`config.mk`:
```
export PLATFORM = sky130hd
export DESIGN_NAME = hdlc_addr_rx
export DESIGN_NICKNAME = d
export VERILOG_FILES = /design/src/rtl/hdlc_rx_pkg.sv /design/src/rtl/hdlc_rx_deframer.sv /design/src/rtl/hdlc_rx_crc.sv /design/src/rtl/hdlc_rx_fifo.sv /design/src/rtl/hdlc_addr_rx.sv
export SDC_FILE = /design/constraint.sdc
export NUM_CORES = 1
export LEC_CHECK = 0
export BUFFER_PORTS_ARGS = -buffer_cell sky130_fd_sc_hd__buf_2
export CAP_MARGIN = 40
export CORE_ASPECT_RATIO = 0.8
export CORE_UTILIZATION = 60
export CTS_BUF_LIST = sky130_fd_sc_hd__clkbuf_16
export DETAILED_ROUTE_END_ITERATION = 7
export PLACE_DENSITY = 0.77
export SLEW_MARGIN = 15
export SYNTH_ARGS = -nofsm -noshare
export SYNTH_HDL_FRONTEND = slang
export SYNTH_HIERARCHICAL = 1
export SYNTH_SLANG_ARGS = --single-unit
```
`constraint.sdc`:
```
create_clock -name clk -period 4.9 [get_ports clk]
set_input_delay 0.49 -clock clk [delete_from_list [all_inputs] [get_ports clk]]
set_output_delay 0.49 -clock clk [all_outputs]
set_load 0.02 [all_outputs]
```
`src/rtl/hdlc_rx_pkg.sv`:
```
package hdlc_rx_pkg;

    localparam int BYTE_W = 8;
    localparam int CRC_W  = 16;
    localparam logic [CRC_W-1:0] CRC_PRESET  = 16'hFFFF;
    localparam logic [CRC_W-1:0] CRC_POLY_RV = 16'h8408;
    localparam logic [CRC_W-1:0] CRC_GOOD    = 16'hF0B8;

    typedef enum logic [1:0] {
        TAG_MID    = 2'b00,
        TAG_GOOD   = 2'b01,
        TAG_BADFCS = 2'b10,
        TAG_ABORT  = 2'b11
    } eop_tag_e;

    typedef enum logic [1:0] {
        ST_HUNT,
        ST_FRAME,
        ST_SKIP,
        ST_RAW
    } rx_state_e;

    typedef struct packed {
        eop_tag_e            tag;
        logic [BYTE_W-1:0]   data;
    } fifo_word_t;

endpackage

```
`src/rtl/hdlc_rx_deframer.sv`:
```
module hdlc_rx_deframer (
    input  logic clk,
    input  logic rst_n,
    input  logic bit_en,
    input  logic bit_in,
    input  logic raw_mode,
    output logic data_ok,
    output logic flag_hit,
    output logic abort_hit
);
    localparam int RUN_W   = 3;
    localparam int STUFF_N = 5;
    localparam int FLAG_N  = 6;
    localparam int RUN_MAX = 7;

    logic [RUN_W-1:0] ones_q;

    always_ff @(posedge clk or negedge rst_n) begin
        if (!rst_n) begin
            ones_q <= '0;
        end else if (bit_en) begin
            if (!bit_in)
                ones_q <= '0;
            else if (ones_q != RUN_W'(RUN_MAX))
                ones_q <= ones_q + RUN_W'(1);
        end
    end

    always_comb begin
        data_ok   = 1'b0;
        flag_hit  = 1'b0;
        abort_hit = 1'b0;
        if (bit_en && !raw_mode) begin
            if (bit_in) begin
                if (ones_q == RUN_W'(FLAG_N))
                    abort_hit = 1'b1;
                else if (ones_q < RUN_W'(FLAG_N))
                    data_ok = 1'b1;
            end else begin
                if (ones_q == RUN_W'(FLAG_N))
                    flag_hit = 1'b1;
                else if (ones_q != RUN_W'(STUFF_N))
                    data_ok = 1'b1;
            end
        end
    end

    // one line bit gives at most one event
    a_r2_single_event: assert property (@(posedge clk) disable iff (!rst_n)
        $countones({data_ok, flag_hit, abort_hit}) <= 1);

    // a run of ones reports its abort once
    a_r7_abort_once: assert property (@(posedge clk) disable iff (!rst_n)
        abort_hit |=> !abort_hit);

endmodule

```
`src/rtl/hdlc_rx_crc.sv`:
```
module hdlc_rx_crc
    import hdlc_rx_pkg::*;
(
    input  logic              clk,
    input  logic              rst_n,
    input  logic              clr,
    input  logic              upd,
    input  logic [BYTE_W-1:0] din,
    output logic              crc_ok
);
    logic [CRC_W-1:0] crc_q;

    function automatic logic [CRC_W-1:0] crc_step(input logic [CRC_W-1:0] c_in,
                                                  input logic [BYTE_W-1:0] d);
        logic [CRC_W-1:0] c;
        logic             fb;
        c = c_in;
        for (int i = 0; i < BYTE_W; i++) begin
            fb = c[0] ^ d[i];
            c  = c >> 1;
            if (fb)
                c = c ^ CRC_POLY_RV;
        end
        return c;
    endfunction

    always_ff @(posedge clk or negedge rst_n) begin
        if (!rst_n)
            crc_q <= CRC_PRESET;
        else if (clr)
            crc_q <= CRC_PRESET;
        else if (upd)
            crc_q <= crc_step(crc_q, din);
    end

    assign crc_ok = (crc_q == CRC_GOOD);

endmodule

```
`src/rtl/hdlc_rx_fifo.sv`:
```
module hdlc_rx_fifo
    import hdlc_rx_pkg::*;
#(
    parameter  int DEPTH = 19,
    localparam int AW    = $clog2(DEPTH),
    localparam int CW    = $clog2(DEPTH + 1)
) (
    input  logic       clk,
    input  logic       rst_n,
    input  logic       wr_en,
    input  fifo_word_t wr_word,
    input  logic       rd_en,
    output fifo_word_t rd_word,
    output logic       empty,
    output logic [CW-1:0] count
);
    fifo_word_t     mem [DEPTH];
    logic [AW-1:0]  wp_q, rp_q;
    logic [CW-1:0]  cnt_q;
    logic           full, do_wr, do_rd;

    function automatic logic [AW-1:0] bump(input logic [AW-1:0] p);
        return (p == AW'(DEPTH - 1)) ? '0 : p + AW'(1);
    endfunction

    assign full  = (cnt_q == CW'(DEPTH));
    assign empty = (cnt_q == '0);
    assign do_wr = wr_en && !full;
    assign do_rd = rd_en && !empty;

    always_ff @(posedge clk) begin
        if (do_wr)
            mem[wp_q] <= wr_word;
    end

    always_ff @(posedge clk or negedge rst_n) begin
        if (!rst_n) begin
            wp_q  <= '0;
            rp_q  <= '0;
            cnt_q <= '0;
        end else begin
            if (do_wr) wp_q <= bump(wp_q);
            if (do_rd) rp_q <= bump(rp_q);
            if (do_wr && !do_rd)
                cnt_q <= cnt_q + CW'(1);
            else if (do_rd && !do_wr)
                cnt_q <= cnt_q - CW'(1);
        end
    end

    assign rd_word = mem[rp_q];
    assign count   = cnt_q;

    a_r11_count_bound: assert property (@(posedge clk) disable iff (!rst_n)
        cnt_q <= CW'(DEPTH));

    a_r11_full_drops: assert property (@(posedge clk) disable iff (!rst_n)
        (full && wr_en && !rd_en) |=> $stable(cnt_q));

    a_r11_pop_count: assert property (@(posedge clk) disable iff (!rst_n)
        (rd_en && !empty && !wr_en) |=> (cnt_q == $past(cnt_q) - CW'(1)));

endmodule

```
`src/rtl/hdlc_addr_rx.sv`:
```
module hdlc_addr_rx
    import hdlc_rx_pkg::*;
#(
    parameter  int FIFO_DEPTH = 19,
    localparam int CNT_W      = $clog2(FIFO_DEPTH + 1)
) (
    input  logic             clk,
    input  logic             rst_n,
    input  logic             bit_en,
    input  logic             bit_in,
    input  logic             raw_mode,
    input  logic             addr_chk_en,
    input  logic             addr_two,
    input  logic [5:0]       addr_match_hi,
    input  logic [7:0]       addr_second,
    input  logic             rd_en,
    output logic [7:0]       rd_data,
    output logic [1:0]       rd_tag,
    output logic             rd_empty,
    output logic [CNT_W-1:0] rd_count,
    output logic             pkt_good,
    output logic             pkt_badfcs,
    output logic             pkt_abort
);
    localparam int FCS_BYTES  = CRC_W / BYTE_W;
    localparam int HOLD_DEPTH = FCS_BYTES + 1;
    localparam int NBW        = $clog2(HOLD_DEPTH + 2);
    localparam logic [NBW-1:0] LIVE = NBW'(HOLD_DEPTH + 1);
    localparam int BCW        = $clog2(BYTE_W);

    rx_state_e         state_q, state_d;
    logic [BYTE_W-1:0] asm_q;
    logic [BCW-1:0]    bcnt_q;
    logic [NBW-1:0]    nbytes_q;
    logic [BYTE_W-1:0] hold_q [HOLD_DEPTH];

    logic              data_ok, flag_hit, abort_hit;
    logic              crc_ok, bit_take, byte_done, addr_miss;
    logic [BYTE_W-1:0] new_byte;
    logic              wr_en;
    fifo_word_t        wr_word, rd_word;

    hdlc_rx_deframer u_deframer (
        .clk       (clk),
        .rst_n     (rst_n),
        .bit_en    (bit_en),
        .bit_in    (bit_in),
        .raw_mode  (state_q == ST_RAW),
        .data_ok   (data_ok),
        .flag_hit  (flag_hit),
        .abort_hit (abort_hit)
    );

    assign bit_take  = (state_q == ST_FRAME && data_ok) || (state_q == ST_RAW && bit_en);
    assign byte_done = bit_take && (bcnt_q == BCW'(BYTE_W - 1));
    assign new_byte  = {bit_in, asm_q[BYTE_W-1:1]};

    hdlc_rx_crc u_crc (
        .clk    (clk),
        .rst_n  (rst_n),
        .clr    (flag_hit || abort_hit || state_q == ST_HUNT),
        .upd    (byte_done && state_q == ST_FRAME),
        .din    (new_byte),
        .crc_ok (crc_ok)
    );

    always_comb begin
        addr_miss = 1'b0;
        if (byte_done && state_q == ST_FRAME && addr_chk_en) begin
            if (nbytes_q == NBW'(0) && new_byte[7:2] != addr_match_hi)
                addr_miss = 1'b1;
            if (nbytes_q == NBW'(1) && addr_two && new_byte != addr_second)
                addr_miss = 1'b1;
        end
    end

    // state register
    always_ff @(posedge clk or negedge rst_n) begin
        if (!rst_n)
            state_q <= ST_HUNT;
        else
            state_q <= state_d;
    end

    // transitions
    always_comb begin
        state_d = state_q;
        unique case (state_q)
            ST_HUNT: begin
                if (raw_mode)      state_d = ST_RAW;
                else if (flag_hit) state_d = ST_FRAME;
            end
            ST_FRAME: begin
                if (raw_mode)       state_d = ST_RAW;
                else if (abort_hit) state_d = ST_HUNT;
                else if (addr_miss) state_d = ST_SKIP;
            end
            ST_SKIP: begin
                if (raw_mode)       state_d = ST_RAW;
                else if (flag_hit)  state_d = ST_FRAME;
                else if (abort_hit) state_d = ST_HUNT;
            end
            ST_RAW: begin
                if (!raw_mode)      state_d = ST_HUNT;
            end
            default: state_d = ST_HUNT;
        endcase
    end

    // FIFO write decisions
    always_comb begin
        wr_en        = 1'b0;
        wr_word.tag  = TAG_MID;
        wr_word.data = hold_q[0];
        unique case (state_q)
            ST_FRAME: begin
                if (flag_hit && nbytes_q == LIVE) begin
                    wr_en       = 1'b1;
                    wr_word.tag = (bcnt_q == BCW'(BYTE_W - 1) && crc_ok) ? TAG_GOOD : TAG_BADFCS;
                end else if (abort_hit && nbytes_q == LIVE) begin
                    wr_en       = 1'b1;
                    wr_word.tag = TAG_ABORT;
                end else if (byte_done && !addr_miss && nbytes_q >= NBW'(HOLD_DEPTH)) begin
                    wr_en       = 1'b1;
                end
            end
            ST_RAW: begin
                if (byte_done) begin
                    wr_en        = 1'b1;
                    wr_word.data = new_byte;
                end
            end
            default: ;
        endcase
    end

    // byte assembly and hold line
    always_ff @(posedge clk or negedge rst_n) begin
        if (!rst_n) begin
            asm_q    <= '0;
            bcnt_q   <= '0;
            nbytes_q <= '0;
            for (int i = 0; i < HOLD_DEPTH; i++)
                hold_q[i] <= '0;
        end else if (state_q != ST_RAW && state_d == ST_RAW) begin
            bcnt_q   <= '0;
            nbytes_q <= '0;
        end else if (flag_hit || abort_hit) begin
            bcnt_q   <= '0;
            nbytes_q <= '0;
        end else if (bit_take) begin
            asm_q  <= new_byte;
            bcnt_q <= bcnt_q + BCW'(1);
            if (byte_done && state_q == ST_FRAME && !addr_miss) begin
                if (nbytes_q < NBW'(HOLD_DEPTH)) begin
                    for (int i = 0; i < HOLD_DEPTH; i++)
                        if (nbytes_q == NBW'(i))
                            hold_q[i] <= new_byte;
                    nbytes_q <= nbytes_q + NBW'(1);
                end else begin
                    for (int i = 0; i < HOLD_DEPTH - 1; i++)
                        hold_q[i] <= hold_q[i+1];
                    hold_q[HOLD_DEPTH-1] <= new_byte;
                    nbytes_q <= LIVE;
                end
            end
        end
    end

    // indications
    always_ff @(posedge clk or negedge rst_n) begin
        if (!rst_n) begin
            pkt_good   <= 1'b0;
            pkt_badfcs <= 1'b0;
            pkt_abort  <= 1'b0;
        end else begin
            pkt_good   <= wr_en && wr_word.tag == TAG_GOOD;
            pkt_badfcs <= wr_en && wr_word.tag == TAG_BADFCS;
            pkt_abort  <= wr_en && wr_word.tag == TAG_ABORT;
        end
    end

    hdlc_rx_fifo #(.DEPTH(FIFO_DEPTH)) u_fifo (
        .clk     (clk),
        .rst_n   (rst_n),
        .wr_en   (wr_en),
        .wr_word (wr_word),
        .rd_en   (rd_en),
        .rd_word (rd_word),
        .empty   (rd_empty),
        .count   (rd_count)
    );

    assign rd_data = rd_word.data;
    assign rd_tag  = rd_word.tag;

    a_r8_skip_quiet: assert property (@(posedge clk) disable iff (!rst_n)
        (state_q == ST_SKIP) |-> !wr_en);

    a_r4_good_needs_residue: assert property (@(posedge clk) disable iff (!rst_n)
        (wr_en && wr_word.tag == TAG_GOOD) |-> crc_ok);

    a_r6_short_silent: assert property (@(posedge clk) disable iff (!rst_n)
        (flag_hit && nbytes_q != LIVE) |-> !wr_en);

    a_r7_abort_pulse: assert property (@(posedge clk) disable iff (!rst_n)
        (wr_en && wr_word.tag == TAG_ABORT) |=> pkt_abort);

    a_r10_raw_no_flags: assert property (@(posedge clk) disable iff (!rst_n)
        (state_q == ST_RAW) |-> !(pkt_good || pkt_badfcs || pkt_abort) || $past(state_q) != ST_RAW);

endmodule

```
---- Word-level counts from Yosys, hierarchy flattened ----
Memory sizes are Yosys's and may differ from the RTL's.
Index checks and enable logic that the tools add are counted.
word-level totals
  register bits ........................... 77
  memory bits (writable) .................. 190
  input port bits ......................... 22
  output and inout bits ................... 19
  logic and storage cells ................. 193
  memories ................................ 1
memory list
  memory      words  bits a word  rd ports  clocked after memory_dff  wr ports  line                RTL
  u_fifo.mem  19     10           1         0                         1         hdlc_rx_fifo.sv:17  fifo_word_t mem [DEPTH];
cells by class
  add/subtract/negate cells ............... 7
  magnitude comparators ................... 3
  eq/ne operators ......................... 25
  mux-type cells .......................... 79
  bitwise logic cells ..................... 18
  reductions and logical operators ........ 45
operators with widths
  kind                                           number
  two-way mux 16 bit                             24
  two-way mux 8 bit                              5
  two-way mux 3 bit                              10
  two-way mux 2 bit                              13
  two-way mux 24 bit                             1
  NOT 2 -> 3 bit                                 8
  logical AND 1 bit                              23
  two-way mux 1 bit                              20
  two-way mux 5 bit                              4
  == test 16 bit (second input constant)         1
  adder 5 x 1 -> 5 bit (second input constant)   3
  == test 5 bit (second input constant)          3
  AND reduction 5 bit                            3
  == test 2 bit (second input constant)          5
  adder 3 x 1 -> 3 bit (second input constant)   3
  == test 3 bit (second input constant)          3
  inequality test 8 bit                          1
  case mux 2 bit (4 select lines)                1
  XOR 1 bit                                      8
  zero test 1 bit                                6
  inequality test 2 bit (second input constant)  3
  inequality test 3 bit (second input constant)  2
  inequality test 6 bit                          1
  nonzero test 3 bit                             2
  other kinds (17)                               24

---- Logic depth before layout (Yosys ltp) ----
Gate-level depths: netlist (run 1).
  word-level depth ........................ 39
  mapped depth ............................ 19

---- By module ----
The synthesis (run 1) kept the hierarchy.
by module, submodules not included
  module            times used  cells an instance  area each (µm²)  seq. area each (µm²)
  hdlc_rx_fifo      1           457                8311.7           6080.8
  hdlc_addr_rx      1           224                2459.9           1051.0
  hdlc_rx_crc       1           86                 1064.8           420.4
  hdlc_rx_deframer  1           29                 265.3            75.1

---- Least setup slack after synthesis (run 1) ----
OpenSTA, ideal clock, no wires.
  kind .................................... register to register
  start ................................... register state_q[0]
  end ..................................... register u_fifo.cnt_q[4], in the netlist u_fifo/count[4]
  arrival ................................. 3712 ps
  data required time ...................... 4819 ps
  path slack .............................. 1108 ps
  cell stages (with the launch flop) ...... 17
  path through ............................ dfrtp_1 -> buf_2 -> and2_1 -> nor4_1 -> nor2_1 -> or4_1 -> clkbuf_1 -> o211ai_1 -> o21a_1 -> buf_2 -> ha_1 -> inv_1 -> ha_1 -> a21o_1 -> a21oi_1 -> mux2i_1 -> xnor2_1
RTL lines
  element                            line                    RTL
  start, declared                    hdlc_addr_rx.sv:31      rx_state_e state_q, state_d;
  start signal, assigned             hdlc_addr_rx.sv:82      state_q <= state_d;
  == test 2 bit *                    hdlc_addr_rx.sv:48      .raw_mode (state_q == ST_RAW),
  zero test 1 bit *                  hdlc_rx_deframer.sv:33  if (bit_en && !raw_mode) begin
  logical AND 1 bit *                hdlc_rx_deframer.sv:33
  two-way mux 1 bit *                hdlc_rx_deframer.sv:33
  named net flag_hit                 hdlc_addr_rx.sv:37      logic data_ok, flag_hit, abort_hit;
  logical AND 1 bit *                hdlc_addr_rx.sv:117     if (flag_hit && nbytes_q == LIVE) begin
  two-way mux 1 bit *                hdlc_addr_rx.sv:117
  case mux 1 bit (2 select lines) *  hdlc_addr_rx.sv:115     unique case (state_q)
  named net wr_en                    hdlc_addr_rx.sv:40      logic wr_en;
  logical AND 1 bit *                hdlc_rx_fifo.sv:28      assign do_wr = wr_en && !full;
  named net u_fifo.do_wr             hdlc_rx_fifo.sv:20      logic full, do_wr, do_rd;
  zero test 1 bit                    hdlc_rx_fifo.sv:46      else if (do_rd && !do_wr)
  logical AND 1 bit                  hdlc_rx_fifo.sv:46
  nonzero test 2 bit (no line)       --
  end signal, assigned               hdlc_rx_fifo.sv:45      cnt_q <= cnt_q + CW'(1);
  end signal, assigned               hdlc_rx_fifo.sv:47      cnt_q <= cnt_q - CW'(1);
  end, declared                      hdlc_rx_fifo.sv:19      logic [CW-1:0] cnt_q;
Mark *: on every way through the listed nets, which the timed path passes. The rest lies on a longest branch.
A chain may end at the register's enable or synchronous reset.

---- Worst setup path in the final report (run 1) ----
  start ................................... register u_deframer.ones_q[0]
  end ..................................... register u_fifo.cnt_q[4], in the netlist u_fifo/count[4]
on the way
  cells in the longest elaborated chain, start to end .. 22
ends and longest elaborated chain
  element                                                                     line                                            RTL
  start, declared                                                             hdlc_rx_deframer.sv:16                          logic [RUN_W-1:0] ones_q;
  start signal, assigned                                                      hdlc_rx_deframer.sv:25                          ones_q <= ones_q + RUN_W'(1);
  less-than comparator 3 bit / inequality test 3 bit (equally long branches)  hdlc_rx_deframer.sv:37, hdlc_rx_deframer.sv:42
  two-way mux 1 bit (on tied branches)                                        hdlc_rx_deframer.sv:37, hdlc_rx_deframer.sv:42
  two-way mux 1 bit (on tied branches)                                        hdlc_rx_deframer.sv:35, hdlc_rx_deframer.sv:40
  two-way mux 1 bit *                                                         hdlc_rx_deframer.sv:34                          if (bit_in) begin
  two-way mux 1 bit *                                                         hdlc_rx_deframer.sv:33
  named net data_ok                                                           hdlc_addr_rx.sv:37
  logical AND 1 bit *                                                         hdlc_addr_rx.sv:54                              assign bit_take = (state_q == ST_FRAME && data_ok) || (state_q == ST_RAW && bit_en);
  logical OR 1 bit *                                                          hdlc_addr_rx.sv:54
  [8 not listed]                                                              --
  two-way mux 1 bit                                                           hdlc_addr_rx.sv:120                             end else if (abort_hit && nbytes_q == LIVE) begin
  two-way mux 1 bit                                                           hdlc_addr_rx.sv:117
  case mux 1 bit (2 select lines) *                                           hdlc_addr_rx.sv:115
  named net wr_en                                                             hdlc_addr_rx.sv:40
  logical AND 1 bit *                                                         hdlc_rx_fifo.sv:28
  zero test 1 bit                                                             hdlc_rx_fifo.sv:46
  logical AND 1 bit                                                           hdlc_rx_fifo.sv:46
  nonzero test 2 bit (no line)                                                --
Marked as above.

==> results of run 1 <==
==> cell families (layout without fill, tap and decap cells) <==
family | Yosys count | after routing | share of synthesized area
compound gates | 93 | 93 | 0.0532
xor+xnor | 47 | 47 | 0.0462
fa+ha+maj | 22 | 22 | 0.0234
buf+inv | 64 | 137 | 0.0286
flops | 266 | 266 | 0.630
mux | 105 | 105 | 0.140
simple gates | 199 | 199 | 0.0781
==> registers in the layout (all words and copies together), names as in the netlist <==
| name | cells |
|---|---|
| u_fifo/mem | 190 |
| hold_q | 24 |
| asm_q | 7 |
| u_fifo/rp_q | 5 |
| state_q | 2 |
| u_fifo/wp_q | 5 |
| pkt_badfcs | 1 |
| pkt_abort | 1 |
| bcnt_q | 3 |
| u_crc/crc_q | 16 |
| nbytes_q | 3 |
| pkt_good | 1 |
| u_deframer/ones_q | 3 |
| u_fifo/count | 5 |
==> final cells by class <==
type | instances | area [um^2]
multi-input combinational | 466 | 4130
sequential | 266 | 7630
tap | 264 | 330
clock inverter | 22 | 181
fill | 1300 | 6340
inverter | 19 | 71.3
clock buffer | 26 | 651
timing repair buffer | 70 | 470
==> where the power goes <==
group | internal [mW] | leakage, nW | switching [mW]
clock | 1.12 | 0.448 | 0.802
combinational | 0.734 | 2.00 | 0.839
sequential | 2.47 | 2.65 | 0.252
==> metal layers <==
metal,GRT usage,vias to the layer above,share of wire
li1,-,3092,-
met1,0.365,3506,0.43
met2,0.423,287,0.48
met3,0.0467,38,0.072
met4,0.0644,0,0.021
met5,0,-,0
==> cell usage after synthesis (all sizes together) (7+ instances only) <==
library cell / number / area [um^2]
a211o: 8 / 71.3
a21oi: 18 / 90.1
buf: 27 / 208
clkbuf: 18 / 67.6
dfrtp: 60 / 1500
dfstp: 16 / 420
edfxtp: 190 / 5710
ha: 21 / 263
inv: 18 / 67.6
mux2: 41 / 552
mux2i: 24 / 240
mux4: 40 / 905
nand2: 91 / 344
nand3: 11 / 55.1
nand4: 8 / 56.3
nor2: 41 / 154
nor2b: 10 / 62.6
nor3: 7 / 35.0
o21ai: 35 / 183
o221ai: 10 / 100
xnor2: 23 / 216
xnor3: 8 / 180
xor2: 15 / 139
==> cell usage in the layout, fill, tap and decap left out, types with 7 or more instances in the layout <==
cell type,instances
edfxtp_1,190
nand2_1,90
dfrtp_1,58
nor2_1,41
buf_2,39
mux4_2,39
inv_1,27
buf_4,27
clkbuf_16,26
o21ai_0,24
mux2_4,24
mux2i_1,24
xnor2_1,21
ha_1,21
a21oi_1,18
mux2_2,17
dfstp_2,16
xor2_1,14
nand3_1,11
nor2b_1,10
o21ai_1,9
xnor3_1,8
o221ai_1,8
nand4_1,7
nor3_1,7
a211o_1,7
==> stage by stage <==
stage	cells	util	power, mW
6_report	1133	0.680	6.21
3_3_place_gp	1077	0.633	4.23
2_1_floorplan	796	-	3.92
5_1_grt	1133	0.680	6.48
4_1_cts	1130	0.679	6.25
3_5_place_dp	1081	0.636	4.33
==> final timing paths <==
kind	slack [ps]	cells past startpoint	end
max	740	17	u_fifo/count[4]
max in group asynchronous	3860	3	u_crc/crc_q[15]
min in group asynchronous	420	2	hold_q[2]
min	210	2	state_q[1]
min reg2reg	510	1	hold_q[10]
max reg2reg	740	17	u_fifo/count[4]
==> what timing repair did <==
item / 4_1_cts / 5_1_grt
hold endpoints to repair: 19 / 0
resized for setup: 0 / 0
hold buffers: 1 / 0
==> impl_metrics.tcl, run 1 <==
set metrics [dict create \
    fmax_mhz 241 \
    max-cap-violations 0 \
    final_area_um2 13500 \
    number_of_placed_i_o_pins 41 \
    worst_path_max_delay_cell "dfrtp_1" \
    maxSlewViolCount 0 \
    min_period_over_period 0.849 \
    first_iter_violations 579 \
    timing_hold_violations_final 0 \
    finalCriticalPeriod_ps 4160 \
    globalRoute.totalOverflow 0 \
    vias_per_cell 6.11 \
    dpl.hpwl_um 16600 \
    timing.max_slew.rel_slack 0.432 \
    die-area_um2 20700 \
    number_of_antenna_violations_at_the_first_check_in_global_routing 0 \
    setup_repair_after_global_routing_missed_its_margin "no" \
    first_global_vias 7004 \
    cp_data_arrival_time_ps 4610 \
    final_nets 893 \
    detailroute.via_count 6923 \
    status "finished, final reports clean" \
    tritoncts_num_sinks 266 \
    chipWidth_um 161 \
    num_rows 46 \
    preCtsSetupSlack_ps 681 \
    synth_fp_nets 840 \
    antenna_cells 0 \
    route.detailed.wl_per_inst_um 22.6 \
    worstSkewPairLatency_ps 530 \
    cp-startpoint "u_deframer/ones_q[0]" \
    synth_enable_flop_cells 190 \
    peak_supply_drop_mv 0.331 \
    placeableCoreArea_um2 19800 \
    clk_root_buffer_cell "clkbuf_16" \
    yosys_register_bits 266 \
    start_kind "register" \
    timing.critical_path.cells "inv_1, ha_1, or3_1, a311oi_2, and4b_1, o2111ai_1, o211a_1, nand2_1, o211ai_1, o21a_1, ha_1, inv_1, ha_1, a21o_1, a21oi_1, mux2i_1, xnor2_1" \
    gp_congestion 0.866 \
    cellLeakagePower_nw 5.09 \
    hold_class "input pin to register" \
    hold_ws_ps 211 \
    drc_errors 0 \
    drt_pre_antenna_iters 6 \
    drive_above_1_share 0.255 \
    cts_tree "done" \
    maximum_number_of_pins_on_one_net_before_global_route_repair 52 \
    cts_max_level 1 \
    highest_net_fanout_along_the_worst_path 10 \
    max_slew.worst_pin.slew_ps 849 \
    placement.io_buffers 40 \
    setup_tns_ps 0 \
    synthArstFlopShare 0.286 \
    critPathTopFamily "compound AO/OA/AOI/OAI gates" \
    crit_top_cell "ha_1" \
    setup_viol 0 \
    postSynthAreaPerCell_um2 15.2 \
    globalRouteTotalUtil 0.258 \
    timing.critical_path.buf_inv 2 \
    routed_wirelength_um 25600 \
    beginning_of_the_worst_register_to_register_path "u_deframer/ones_q[0]" \
    capturing_element_type_of_the_critical_path "register" \
    grt_first_pass_wirelength_um 40200 \
    post-route-worst-setup-slack_ps 742 \
    numCtsBuffers 26 \
    power_density_nw_per_um2 462 \
    postPlaceCellArea_um2 12600 \
    worstSetupPathType "register to register" \
    seq_area_frac_synth 0.630 \
    clock_path_buffers 3 \
    critical_path_required_ps 5350 \
    critical_path.max_stage_delay_ps 400 \
    start_util 0.611 \
    final_antenna_net_count 0 \
    syn_area_um2 12100 \
    netlist-cell-type-count 74 \
    clock_edge_transition_at_the_registers_on_the_reported_setup_and_hold_paths_ps 60 \
    min-delay-start "raw_mode" \
    finClkSkew_ps 17.5 \
    number_of_buffers_inserted_by_post_cts_setup_repair 0 \
    synth.yosys.warnings 6 \
    synth-main-ff-cell "edfxtp_1" \
    floorplan.die.height_um 129 \
    syn-instance-count 796 \
    areaGrowthSynthToFinish_pct 11.2 \
]
Power figures use the tool's default switching activity.
==> run 2: changes to the inputs <==
--- a/config.mk
+++ b/config.mk
@@ -8,10 +8,10 @@
 export BUFFER_PORTS_ARGS = -buffer_cell sky130_fd_sc_hd__buf_2
 export CAP_MARGIN = 40
 export CORE_ASPECT_RATIO = 0.8
-export CORE_UTILIZATION = 60
+export CORE_UTILIZATION = 56
 export CTS_BUF_LIST = sky130_fd_sc_hd__clkbuf_16
 export DETAILED_ROUTE_END_ITERATION = 7
-export PLACE_DENSITY = 0.77
+export PLACE_DENSITY = 0.76
 export SLEW_MARGIN = 15
 export SYNTH_ARGS = -nofsm -noshare
 export SYNTH_HDL_FRONTEND = slang
==> constraint.sdc (replaced) <==
create_clock -name clk -period 3.5 [get_ports clk]
set_input_delay 0.35 -clock clk [delete_from_list [all_inputs] [get_ports clk]]
set_output_delay 0.35 -clock clk [all_outputs]
set_load 0.02 [all_outputs]
==> impl_metrics.tcl, run 2 (synthesized netlist as in run 1, its figures left out) <==
set metrics [dict create \
    timing_hold_violations_final 0 \
    fin_total_pwr_mw 8.91 \
    routed_wirelength_um 26500 \
    numCtsBuffers 26 \
    topRoutingLayerUsed "met4" \
    globalRoute.totalOverflow 0 \
    status "complete, but fails checks" \
    p_clk_frac 0.309 \
    cp_data_arrival_time_ps 3970 \
    power_frac_comb 0.266 \
    max-cap-violations 0 \
    setup_tns_ps -85.9 \
    wl_met2_um 12800 \
    min-delay-start "raw_mode" \
    clock_path_buffers 3 \
    dpl.hpwl_um 17100 \
    drc_errors 4 \
    netSwitchingPower_mw 2.76 \
    cellInternalPower_mw 6.15 \
    start_util 0.578 \
    chipWidth_um 166 \
    maxSlewViolCount 0 \
    power.share.switching 0.310 \
    highest_net_fanout_along_the_worst_path 6 \
    fillerInstances 1399 \
    largest_registers "u_fifo/mem: 190 flops, hold_q: 24 flops, u_crc/crc_q: 16 flops" \
    r2r.worst_path.cells 18 \
    floorplan.die.height_um 133 \
    violated_checks "DRC, setup timing" \
    route.met3.wl_um 1700 \
    timing.max_slew.rel_slack 0.447 \
    globalRouteTotalUtil 0.245 \
    worstReg2RegEnd "u_fifo/count[3]" \
    hold_path_end "state_q[0]" \
    start_kind "register" \
    grt_first_pass_wirelength_um 41500 \
    ff_latch_area_um2 7630 \
    finClkSkew_ps 26.8 \
    placeableCoreArea_um2 20900 \
    final_antenna_net_count 0 \
    first_iter_violations 749 \
    beginning_of_the_worst_register_to_register_path "u_deframer/ones_q[1]" \
    worstSkewPairLatency_ps 540 \
    setup_repair_after_global_routing_missed_its_margin "yes" \
    multi_input_comb_area_um2 4290 \
    preCtsSetupSlack_ps -209 \
    internal_reg_to_reg_setup_slack_ps -40 \
    post-route-worst-setup-slack_ps -44.8 \
    cts_max_level 1 \
    drt_pre_antenna_iters 7 \
    min_period_over_period 1.01 \
    maximum_number_of_pins_on_one_net_before_global_route_repair 40 \
    areaGrowthSynthToFinish_pct 15.5 \
    num_rows 47 \
    routedLengthMet1_um 11600 \
    antenna_cells 0 \
    gp_congestion 0.906 \
    cts_tree "done" \
    finalCriticalPeriod_ps 3540 \
    clk_root_buffer_cell "clkbuf_16" \
    route.detailed.wl_per_inst_um 22.5 \
    detailroute.via_count 7150 \
    setup_viol 2 \
    drive_above_1_share 0.316 \
    number_of_placed_i_o_pins 41 \
    max_flop_register "u_fifo/mem" \
    number_of_antenna_violations_at_the_first_check_in_global_routing 0 \
    first_global_vias 7237 \
    worstSetupPathType "register to register" \
    die-area_um2 22200 \
    capturing_element_type_of_the_critical_path "register" \
    critical_path_required_ps 3920 \
    max_slew.worst_pin.slew_ps 829 \
    most-common-layout-cells "190 x edfxtp_1, 86 x nand2_1, 58 x dfrtp_1, 52 x buf_4, 41 x buf_2" \
    hold_path_depth 3 \
    hold_class "input pin to register" \
    mostFrequentLayoutCell "edfxtp_1" \
    peak_supply_drop_mv 0.420 \
    tritoncts_num_sinks 266 \
    placement.io_buffers 40 \
    power_density_nw_per_um2 637 \
    final_nets 933 \
    fmax_mhz 282 \
    clock_edge_transition_at_the_registers_on_the_reported_setup_and_hold_paths_ps 60 \
    share_of_power_burned_in_registers 0.425 \
    largest_register_ffs 190 \
    cellLeakagePower_nw 5.31 \
    vias_per_cell 6.07 \
]
-- run 2: what timing repair did --
item                                    CTS  global route
endpoints found under the setup margin  107           183
gates cloned                              0             5
buffers inserted                          4             6
hold endpoints to repair                 37             0
hold buffers                              1             0
pin swaps                                12             5
gates resized for setup                   6            49
-- run 2: how the worst max path moves through the flow --
| stage | cells after the start | slack (ps) | start | end |
|---|---|---|---|---|
| after floorplan | 19 | 4 | u_deframer/ones_q[1] | u_fifo/count[4] |
| after global placement | 16 | -70 | u_deframer/ones_q[0] | u_fifo/count[4] |
| after detailed placement | 17 | -210 | u_deframer/ones_q[1] | u_fifo/count[4] |
| after CTS | 17 | -10 | u_deframer/ones_q[1] | u_fifo/count[4] |
| after global routing | 16 | -220 | u_deframer/ones_q[1] | u_fifo/count[4] |
| final | 18 | -40 | u_deframer/ones_q[1] | u_fifo/count[3] |
-- run 2: layout make-up --
class / count / area share
inverter: 19 / 0.00528
timing repair buffer: 110 / 0.0574
tap: 269 / 0.0241
sequential: 266 / 0.546
clock inverter: 22 / 0.0140
clock buffer: 26 / 0.0465
multi-input combinational: 466 / 0.307
-- run 2: critical path: stages (launching register included) --
cell and delay, ps:
dfrtp_1 380, inv_1 60, ha_2 150, or3_1 350
a311oi_2 300, and4b_2 370, nand3_2 120, o211a_1 260
nand2_2 90, o211ai_1 110, o21a_1 170, ha_4 190
inv_4 70, buf_4 120, ha_4 190, a21o_1 160
a21oi_2 130, xor2_1 170, o21ai_1 70
-- run 2: per-stage QoR --
| step | utilization | std cells | area [um^2] | hold slack [ps] |
|---|---|---|---|---|
| after floorplan | - | 796 | 12200 | 54.4 |
| after global placement | 0.612 | 1112 | 12800 | 492 |
| after detailed placement | 0.613 | 1114 | 12800 | 359 |
| after CTS | 0.657 | 1167 | 13700 | 74.8 |
| after global routing | 0.668 | 1178 | 14000 | 85.5 |
| final | 0.668 | 1178 | 14000 | 91.7 |
-- run 2: power by group through the flow --
stage                     clock [mW]  combinational, mW  sequential [mW]
after global routing            2.91               2.53             3.82
after CTS                       2.80               2.34             3.79
after global placement             0               2.15             3.87
final                           2.75               2.37             3.78
after floorplan                    0               1.85             3.65
after detailed placement           0               2.31             3.84
-- run 2: metal layers --
layer,global-route usage,vias up
li1,-,3175
met1,0.360,3679
met2,0.403,265
met3,0.0279,31
met4,0.0489,0
met5,0,-
==> run 3: changes to the inputs <==
--- a/config.mk
+++ b/config.mk
@@ -5,13 +5,13 @@
 export SDC_FILE = /design/constraint.sdc
 export NUM_CORES = 1
 export LEC_CHECK = 0
-export BUFFER_PORTS_ARGS = -buffer_cell sky130_fd_sc_hd__buf_2
 export CAP_MARGIN = 40
 export CORE_ASPECT_RATIO = 0.8
-export CORE_UTILIZATION = 56
+export CORE_UTILIZATION = 57
 export CTS_BUF_LIST = sky130_fd_sc_hd__clkbuf_16
 export DETAILED_ROUTE_END_ITERATION = 7
-export PLACE_DENSITY = 0.76
+export DONT_BUFFER_PORTS = 1
+export PLACE_DENSITY = 0.75
 export SLEW_MARGIN = 15
 export SYNTH_ARGS = -nofsm -noshare
 export SYNTH_HDL_FRONTEND = slang
==> impl_metrics.tcl, run 3 (synthesized netlist as in run 1, its figures left out) <==
set metrics [dict create \
    status "complete, but fails checks" \
    violated_checks "setup timing" \
    routed_wirelength_um 26200 \
    num_rows 47 \
    timing.max_slew.rel_slack 0.416 \
    internal_reg_to_reg_setup_slack_ps -110 \
    cellLeakagePower_nw 5.19 \
    largest_registers "u_fifo/mem: 190 flops, hold_q: 24 flops, u_crc/crc_q: 16 flops" \
    placement.io_buffers 0 \
    start_kind "register" \
    antenna_cells 0 \
    timing_hold_violations_final 0 \
    max_slew.worst_pin.slew_ps 869 \
    final_nets 895 \
    largest_register_ffs 190 \
    beginning_of_the_worst_register_to_register_path "u_deframer/ones_q[0]" \
    drc_errors 0 \
    hold_path_depth 2 \
    maximum_number_of_pins_on_one_net_before_global_route_repair 77 \
    maxSlewViolCount 0 \
    power_density_nw_per_um2 638 \
    critPathTopFamily "compound AO/OA/AOI/OAI gates" \
    start_util 0.583 \
    r2r.worst_path.cells 17 \
    utilization_of_the_core_after_routing 0.671 \
    floorplan.die.height_um 132 \
    placeableCoreArea_um2 20800 \
    critical_path_required_ps 3920 \
    finalCriticalPeriod_ps 3610 \
    clock_path_buffers 3 \
    vias_per_cell 6.08 \
    fillerInstances 1374 \
    hold_class "input pin to register" \
    clk_root_buffer_cell "clkbuf_16" \
    globalRouteTotalUtil 0.242 \
    gp_congestion 0.864 \
    ff_latch_area_um2 7630 \
    grt_first_pass_wirelength_um 39500 \
    timing.critical_path.buf_inv 2 \
    cp_data_arrival_time_ps 4020 \
    number_of_antenna_violations_at_the_first_check_in_global_routing 0 \
    tritoncts_num_sinks 266 \
    first_iter_violations 727 \
    chipWidth_um 165 \
    route.detailed.wl_per_inst_um 23.0 \
    capturing_element_type_of_the_critical_path "register" \
    min-delay-start "bit_in" \
    timing.critical_path.cells "inv_2, ha_4, or3_4, a311oi_4, and4b_2, nand3_2, o211a_1, nand2_2, o211ai_1, o21a_1, ha_4, inv_4, ha_4, a21o_1, a21oi_2, mux2i_1, xnor2_1" \
    worstSetupPathType "register to register" \
    most-common-layout-cells "190 x edfxtp_1, 86 x nand2_1, 58 x dfrtp_1, 46 x buf_4, 39 x mux4_2" \
    fmax_mhz 277 \
    finClkSkew_ps 21.8 \
    dpl.hpwl_um 15800 \
    detailroute.via_count 6922 \
    final_antenna_net_count 0 \
    final_area_um2 13900 \
    number_of_placed_i_o_pins 41 \
    worstReg2RegEnd "u_fifo/count[4]" \
    hold_path_end "u_deframer/ones_q[1]" \
    drive_above_1_share 0.297 \
    setup_repair_after_global_routing_missed_its_margin "yes" \
    mostFrequentLayoutCell "edfxtp_1" \
    min_period_over_period 1.03 \
    setup_tns_ps -193 \
    multi_input_comb_area_um2 4320 \
    numCtsBuffers 26 \
    highest_net_fanout_along_the_worst_path 5 \
    postPlaceCellArea_um2 12600 \
    max_flop_register "u_fifo/mem" \
    critical_path.max_stage_delay_ps 410 \
    worstSkewPairLatency_ps 530 \
    drt_pre_antenna_iters 5 \
    post-route-worst-setup-slack_ps -109 \
    max-cap-violations 0 \
    crit_top_cell "ha_4" \
    cts_tree "done" \
    cts_max_level 1 \
    areaGrowthSynthToFinish_pct 15.1 \
    die-area_um2 21800 \
    globalRoute.totalOverflow 0 \
    peak_supply_drop_mv 0.439 \
    clock_edge_transition_at_the_registers_on_the_reported_setup_and_hold_paths_ps 70 \
    setup_viol 2 \
    worst_path_max_delay_cell "dfrtp_1" \
    first_global_vias 7019 \
]
## run 3: cell types whose count changed in the layout (fill, tap and decap cells not counted), sizes merged
cell,change
dlygate4sd3,+2
bufinv,+2
inv,-5
clkinv,+2
clkbuf,+1
buf,-41
## run 3: through the flow
| step | power, mW | hold slack [ps] | setup WS, ps | instances |
|---|---|---|---|---|
| global placement | 5.85 | 56.0 | -23.9 | 1071 |
| floorplan | 5.50 | 54.4 | 4.20 | 796 |
| CTS | 8.89 | 29.3 | -37.5 | 1126 |
| finish | 8.89 | 47.6 | -109 | 1139 |
| detailed placement | 5.94 | 56.0 | -145 | 1071 |
| global route | 9.25 | 54.8 | -229 | 1139 |
## run 3: cell type report
type	instances	area share
sequential	266	0.548
multi-input combinational	466	0.310
timing repair buffer	72	0.0480
clock buffer	26	0.0467
tap	269	0.0242
clock inverter	21	0.0179
inverter	19	0.00530
## run 3: power breakdown
group	internal [mW]	total [mW]	leakage (nW)	switching (mW)
Combinational	1.01	2.19	2.10	1.19
Clock	1.73	2.91	0.434	1.18
Sequential	3.45	3.78	2.65	0.329
Total	6.19	8.89	5.19	2.70
## run 3: worst register-to-register path: cells and delay by family, from the launching register on
kind	cells	cell delay (ps)
flip-flops	1	410
multiplexers	1	220
AO/OA/AOI/OAI	6	1190
adder cells (fa/ha/maj)	3	550
XOR/XNOR	1	90
AND/OR/NAND/NOR	4	910
buffers and inverters	2	140
## run 3: layer usage
layer	vias up	routed length, um	GRT usage
met5	-	0	0
met3	38	2180	0.0415
li1	3100	-	-
met4	0	435	0.0601
met2	258	12500	0.377
met1	3526	11100	0.357
## run 3: worst max path at each step
stage,startpoint,cells after the start,to
CTS,u_deframer/ones_q[0],17,u_fifo/count[4]
global placement,u_deframer/ones_q[0],16,u_fifo/count[4]
floorplan,u_deframer/ones_q[1],19,u_fifo/count[4]
global route,u_deframer/ones_q[0],17,u_fifo/count[4]
detailed placement,u_deframer/ones_q[1],17,u_fifo/count[4]
finish,u_deframer/ones_q[0],17,u_fifo/count[4]
## run 3: repair_timing
item / in CTS / in global routing
setup endpoints to repair: 15 / 188
endpoints found under the hold margin: 82 / 0
resized for setup: 8 / 70
pin swaps: 11 / 15
gates cloned: 0 / 8
buffers inserted: 4 / 5
hold buffers: 4 / 0
